`src/rtl/ddrmon_pkg.sv`:
```
package ddrmon_pkg;

  localparam int MAX_CH    = 4;
  localparam int CNT_W     = 32;
  localparam int CTRL_BITS = 6;

  // byte offsets inside one channel's group
  localparam int OFF_CTRL = 32'h04;
  localparam int OFF_WR   = 32'h20;
  localparam int OFF_RD   = 32'h24;
  localparam int OFF_CYC  = 32'h28;
  localparam int OFF_ACC  = 32'h2C;

  // control bit positions
  localparam int CB_TIMER = 0;
  localparam int CB_SW    = 1;
  localparam int CB_LP23  = 2;
  localparam int CB_HW    = 3;
  localparam int CB_LP4   = 4;
  localparam int CB_DDR4  = 5;

  typedef enum logic [1:0] {
    K_WR  = 2'd0,
    K_RD  = 2'd1,
    K_CYC = 2'd2,
    K_ACC = 2'd3
  } cnt_kind_e;

  // strobes from control to datapath
  typedef struct packed {
    logic [MAX_CH-1:0] countEn;
    logic              rdCntHit;
    logic [1:0]        rdCh;
    cnt_kind_e         rdKind;
  } dp_cmd_t;

  function automatic int kindOffset(int k);
    case (k)
      0:       return OFF_WR;
      1:       return OFF_RD;
      2:       return OFF_CYC;
      default: return OFF_ACC;
    endcase
  endfunction

endpackage

```
`src/rtl/ddrmon_ctrl.sv`:
```
module ddrmon_ctrl
  import ddrmon_pkg::*;
#(
  parameter int NUM_CH      = 2,
  parameter int STRIDE      = 20,
  parameter int SHARED_CTRL = 0,
  parameter int ADDR_W      = 16
) (
  input  logic                              clk,
  input  logic                              rst_n,
  input  logic                              psel,
  input  logic                              penable,
  input  logic                              pwrite,
  input  logic [ADDR_W-1:0]                 paddr,
  input  logic [31:0]                       pwdata,
  output logic [31:0]                       ctrlRdata,
  output logic [NUM_CH-1:0][CTRL_BITS-1:0]  ctrlState,
  output dp_cmd_t                           dpCmd
);

  localparam int CH_IDX_W = 2;

  logic                  wrAccess;
  logic                  rdAccess;
  logic [NUM_CH-1:0]     ctrlHit;
  logic                  cntFound;
  logic [CH_IDX_W-1:0]   cntCh;
  cnt_kind_e             cntKind;
  logic [CTRL_BITS-1:0]  wMask;
  logic [CTRL_BITS-1:0]  wVal;
  logic                  unusedPwdata;

  assign wrAccess     = psel & penable & pwrite;
  assign rdAccess     = psel & ~pwrite;
  assign wMask        = pwdata[16 +: CTRL_BITS];
  assign wVal         = pwdata[0 +: CTRL_BITS];
  assign unusedPwdata = ^{pwdata[31:16+CTRL_BITS], pwdata[15:CTRL_BITS]};

  // address decode: lowest channel wins on any overlap
  always_comb begin
    ctrlHit  = '0;
    cntFound = 1'b0;
    cntCh    = '0;
    cntKind  = K_WR;
    for (int c = 0; c < NUM_CH; c++) begin
      if (paddr == ADDR_W'(c * STRIDE + OFF_CTRL)) ctrlHit[c] = 1'b1;
      for (int k = 0; k < 4; k++) begin
        if (!cntFound && paddr == ADDR_W'(c * STRIDE + kindOffset(k))) begin
          cntFound = 1'b1;
          cntCh    = c[CH_IDX_W-1:0];
          cntKind  = cnt_kind_e'(k[1:0]);
        end
      end
    end
  end

  // control registers, one per channel unless shared
  for (genvar c = 0; c < NUM_CH; c++) begin : g_ctrl
    if (SHARED_CTRL == 0 || c == 0) begin : g_own
      always_ff @(posedge clk) begin
        if (!rst_n) begin
          ctrlState[c] <= '0;
        end else if (wrAccess && ctrlHit[c]) begin
          ctrlState[c] <= (ctrlState[c] & ~wMask) | (wVal & wMask);
        end
      end
    end else begin : g_none
      assign ctrlState[c] = '0;
    end
  end

  // control readback
  always_comb begin
    ctrlRdata = '0;
    for (int c = NUM_CH - 1; c >= 0; c--) begin
      if (rdAccess && ctrlHit[c]) ctrlRdata = {{(32-CTRL_BITS){1'b0}}, ctrlState[c]};
    end
  end

  // count enables from the governing control register
  always_comb begin
    dpCmd.countEn = '0;
    for (int c = 0; c < NUM_CH; c++) begin
      if (SHARED_CTRL != 0)
        dpCmd.countEn[c] = ctrlState[0][CB_SW] | ctrlState[0][CB_HW];
      else
        dpCmd.countEn[c] = ctrlState[c][CB_SW] | ctrlState[c][CB_HW];
    end
    dpCmd.rdCntHit = rdAccess & cntFound;
    dpCmd.rdCh     = cntCh;
    dpCmd.rdKind   = cntKind;
  end

endmodule

```
`src/rtl/ddrmon_datapath.sv`:
```
module ddrmon_datapath
  import ddrmon_pkg::*;
#(
  parameter int NUM_CH = 2
) (
  input  logic                                 clk,
  input  logic                                 rst_n,
  input  dp_cmd_t                              dpCmd,
  input  logic [NUM_CH-1:0]                    rdStrobe,
  input  logic [NUM_CH-1:0]                    wrStrobe,
  output logic [NUM_CH-1:0][3:0][CNT_W-1:0]    cntArr,
  output logic [31:0]                          cntRdata
);

  logic unusedCmd;
  assign unusedCmd = ^dpCmd;

  for (genvar c = 0; c < NUM_CH; c++) begin : g_chan
    logic anyCmd;
    assign anyCmd = rdStrobe[c] | wrStrobe[c];

    always_ff @(posedge clk) begin
      if (!rst_n) begin
        cntArr[c] <= '0;
      end else if (dpCmd.countEn[c]) begin
        cntArr[c][K_CYC] <= cntArr[c][K_CYC] + CNT_W'(1);
        if (rdStrobe[c]) cntArr[c][K_RD]  <= cntArr[c][K_RD]  + CNT_W'(1);
        if (wrStrobe[c]) cntArr[c][K_WR]  <= cntArr[c][K_WR]  + CNT_W'(1);
        if (anyCmd)      cntArr[c][K_ACC] <= cntArr[c][K_ACC] + CNT_W'(1);
      end
    end
  end

  always_comb begin
    cntRdata = '0;
    for (int c = 0; c < NUM_CH; c++) begin
      if (dpCmd.rdCntHit && dpCmd.rdCh == c[1:0]) cntRdata = cntArr[c][dpCmd.rdKind];
    end
  end

endmodule

```
`src/rtl/ddr_traffic_monitor.sv`:
```
module ddr_traffic_monitor
  import ddrmon_pkg::*;
#(
  parameter int NUM_CH      = 2,
  parameter int STRIDE      = 20,
  parameter int SHARED_CTRL = 0,
  parameter int ADDR_W      = 16
) (
  input  logic              clk,
  input  logic              rst_n,
  input  logic              psel,
  input  logic              penable,
  input  logic              pwrite,
  input  logic [ADDR_W-1:0] paddr,
  input  logic [31:0]       pwdata,
  output logic [31:0]       prdata,
  input  logic [NUM_CH-1:0] rdStrobe,
  input  logic [NUM_CH-1:0] wrStrobe
);

  dp_cmd_t                             dpCmd;
  logic [31:0]                         ctrlRdata;
  logic [31:0]                         cntRdata;
  logic [NUM_CH-1:0][CTRL_BITS-1:0]    ctrlState;
  logic [NUM_CH-1:0][3:0][CNT_W-1:0]   cntArr;

  ddrmon_ctrl #(
    .NUM_CH(NUM_CH), .STRIDE(STRIDE), .SHARED_CTRL(SHARED_CTRL), .ADDR_W(ADDR_W)
  ) u_ctrl (
    .clk(clk), .rst_n(rst_n), .psel(psel), .penable(penable), .pwrite(pwrite),
    .paddr(paddr), .pwdata(pwdata), .ctrlRdata(ctrlRdata),
    .ctrlState(ctrlState), .dpCmd(dpCmd)
  );

  ddrmon_datapath #(.NUM_CH(NUM_CH)) u_dp (
    .clk(clk), .rst_n(rst_n), .dpCmd(dpCmd), .rdStrobe(rdStrobe),
    .wrStrobe(wrStrobe), .cntArr(cntArr), .cntRdata(cntRdata)
  );

  assign prdata = ctrlRdata | cntRdata;

endmodule

```
`config.mk`:
```
export PLATFORM = sky130hd
export DESIGN_NAME = ddr_traffic_monitor
export DESIGN_NICKNAME = d
export VERILOG_FILES = /design/src/rtl/ddrmon_pkg.sv /design/src/rtl/ddrmon_ctrl.sv /design/src/rtl/ddrmon_datapath.sv /design/src/rtl/ddr_traffic_monitor.sv
export SDC_FILE = /design/constraint.sdc
export NUM_CORES = 1
export LEC_CHECK = 0
export ABC_CLOCK_PERIOD_IN_PS = 2500
export BUFFER_PORTS_ARGS = -buffer_cell sky130_fd_sc_hd__buf_2
export CAP_MARGIN = 20
export CORE_MARGIN = 5
export CORE_UTILIZATION = 40
export CTS_CLUSTER_DIAMETER = 80
export DETAILED_ROUTE_END_ITERATION = 7
export GPL_ROUTABILITY_DRIVEN = 0
export PLACE_DENSITY_LB_ADDON = 0.2
export SYNTH_ARGS = -nofsm -noshare
export SYNTH_HDL_FRONTEND = slang
export SYNTH_SLANG_ARGS = --single-unit
```
`constraint.sdc`:
```
create_clock -name clk -period 2.5 [get_ports clk]
set_clock_uncertainty 0.05 [all_clocks]
set_input_delay 0.375 -clock clk [delete_from_list [all_inputs] [get_ports clk]]
set_output_delay 0.375 -clock clk [all_outputs]
set_load 0.01 [all_outputs]
```
==> results.sh <==
export IMPL_tightest_slew_ns=0.618
export IMPL_core_area_mm2=0.0363
export IMPL_synthTopCellsByArea="dfxtp_1 37%, xnor2_1 8.9%, and2_1 8.1%, mux2i_1 5.1%, nand2_1 4.8%"
export IMPL_total_power_mw=9.25
export IMPL_largest_reg_flops=256
export IMPL_netlist_area_mm2=0.0146
export IMPL_syn_area_per_cell_um2=8.73
export IMPL_top_regs="u_dp.cntArr x256"
export IMPL_chipHeight_um=201
export IMPL_yosysWarningCount=0
export IMPL_max_cap_violations=0
export IMPL_htreeDepth=1
export IMPL_area_delta_synth_final_pct=27.9
export IMPL_r2r_cells=6
export IMPL_synthFlopType="dfxtp_1"
export IMPL_ys_ff_latch=268
export IMPL_peakVddDrop_v=0.000516
export IMPL_cts_buffer_depth=3
export IMPL_ioPinCount=89
export IMPL_violations="setup timing"
export IMPL_reg2reg_slack_ns=0.19
export IMPL_fin_crit_ns=2.82
export IMPL_placed_cells=2227
export IMPL_crit_fanout=6
export IMPL_syn_nets=1741
export IMPL_syn_inst=1676
export IMPL_path_clk_slew_ns=0.05
export IMPL_rsz0062_at_grt="true"
export IMPL_drc=0
export IMPL_wire_per_inst_um=18.2
export IMPL_io_buffers=68
export IMPL_num_fill_cells=3345
export IMPL_max_freq_mhz=354
export IMPL_pre_cts_slack_ns=-0.458
export IMPL_yosysSeqAreaShare_pct=36.7
export IMPL_regMostFlops="u_dp.cntArr"
export IMPL_place_area_mm2=0.0162
export IMPL_finalWirelength_um=42200
export IMPL_worstHoldStart="pwdata[5]"
export IMPL_clkSinkCount=268
export IMPL_max_slew_margin_pct=58.4
export IMPL_synth_cell_types=57
export IMPL_nNetsFinal=1886
export IMPL_drive_gt1_share_pct=20.1
export IMPL_yosysMostFrequentCell="dfxtp_1"
export IMPL_num_vias=12600
export IMPL_numCtsBuffers=31
export IMPL_clock_latency_ns=0.58
export IMPL_drtIter0Drc=793
export IMPL_dp_hpwl_um=28800
export IMPL_first_pass_iters=5
export IMPL_start_kind="primary input"
export IMPL_grt_pass1_wl_um=66800
export IMPL_root_buffer="clkbuf_16"
export IMPL_powerDensity_mw_per_mm2=494
export IMPL_cp_data_arrival_time_ns=2.40
export IMPL_start_util_pct=40.3
export IMPL_n_antenna_cell=0
export IMPL_stdcell_area_mm2=0.0187
export IMPL_via_per_inst=5.47
export IMPL_required_ns=2.08
export IMPL_synth_area_leader_cell="dfxtp_1"
export IMPL_grt_max_degree=77
export IMPL_status="complete, but fails checks"
export IMPL_ant_nets=0
export IMPL_synth_common_cells="268 x dfxtp_1, 190 x and2_1, 188 x nand2_1"
export IMPL_setup_viol=32
export IMPL_hold_viol=0
export IMPL_fin_ws_ns=-0.324
export IMPL_worst_setup_path_type="in -> out"
export IMPL_fp_dieArea_mm2=0.0405
export IMPL_cts_tree="yes"
export IMPL_timing_rr_end="u_dp.cntArr[95]"
export IMPL_grt_pass1_vias=12100
export IMPL_p_leak_nw=6.70
export IMPL_hold_depth=3
export IMPL_die_x_um=201
export IMPL_slew_violations=0
export IMPL_endpoint_kind="primary output"
export IMPL_async_flop_share_pct=0
export IMPL_synth_edf_count=0
export IMPL_antenna_found_initial=0
export IMPL_whs_ns=0.0384
export IMPL_grt_usage_pct=19.9
export IMPL_hp_class="in -> reg"
export IMPL_period_share_pct=113
export IMPL_overflow=0
export IMPL_synth_top_area_share_pct=36.7
export IMPL_instances_no_fill=2312
export IMPL_rows=70
-- layer usage --
layer  GRT usage (%)  up-vias  share of wire, %
met5               0        -                 0
met1            28.5     6067                47
met3            2.45       63               4.4
met4            4.88        0               2.3
met2            32.2      263                46
li1                -     6254                 -
-- what timing repair did --
item                                    in CTS  in global routing
gates cloned                                11                  2
endpoints found under the setup margin      32                 36
pin swaps                                   52                 55
resized for setup                          117                 72
hold buffers                                 0                  0
setup buffers                               21                  9
-- worst max-delay path by stage --
stage                     slack, ns         end  cells after the start      start
after floorplan               0.009   prdata[0]                      9  paddr[13]
after global placement        -0.44  prdata[19]                     10   paddr[1]
after detailed placement      -0.46  prdata[17]                     10   paddr[1]
after CTS                     -0.29  prdata[31]                     12   paddr[1]
after global routing          -0.37  prdata[31]                     12   paddr[0]
final                         -0.32  prdata[31]                     12   paddr[0]
-- area by class of cell --
class                      instances  area [µm²]  area share (%)
tap                              468         586            3.13
sequential                       268        5370            28.7
multi-input combinational       1305        9530            50.9
clock inverter                     8         121           0.648
clock buffer                      48         960            5.13
inverter                          14        52.6           0.281
timing repair buffer             201        2100            11.2
-- power by group --
| group | internal [mW] | switching, mW |
|---|---|---|
| combinational | 0.0769 | 0.101 |
| clock | 2.92 | 1.88 |
| sequential | 4.27 | 0.000000639 |
| total | 7.27 | 1.98 |
-- per-stage QoR --
step	utilization [%]	TNS, ns
5_1_grt	51.5	-10.26
4_1_cts	50.4	-7.86
3_3_place_gp	44.5	-11.68
3_5_place_dp	44.5	-12.26
2_1_floorplan	-	0
6_report	51.5	-8.29
-- worst max-delay path: stages --
cell	delay, ns
buf_8	0.10
nor4b_4	0.32
buf_4	0.17
and3_4	0.19
buf_6	0.10
o21ai_4	0.09
buf_12	0.16
buf_12	0.14
buf_16	0.13
a221o_1	0.36
o41ai_2	0.07
buf_2	0.19
-- cell families after synthesis --
logic type                 after synthesis  synth area share [%]
xor gates and xnor gates               211                  12.6
muxes                                   75                  5.13
AOI/OAI and AO/OA                      229                  11.7
DFF                                    268                  36.7
and+or+nand+nor                        782                  30.0
adders and majority gates                8                 0.684
buffers and inverters                  103                  3.26
-- placed cells by master (no fill, tap or decap), types with 39 or more instances in the layout --
master | synthesis | routed
a221o_1 | 47 | 47
buf_4 | 10 | 76
nand2_1 | 188 | 174
or3_1 | 40 | 39
nor2b_1 | 43 | 43
a21boi_0 | 42 | 42
nand4_1 | 57 | 57
nand3_1 | 96 | 96
xnor2_1 | 149 | 149
dfxtp_1 | 268 | 268
buf_2 | 10 | 46
xor2_1 | 62 | 62
and2_1 | 190 | 190
mux2i_1 | 75 | 48
(Power assumes the default switching activity.)
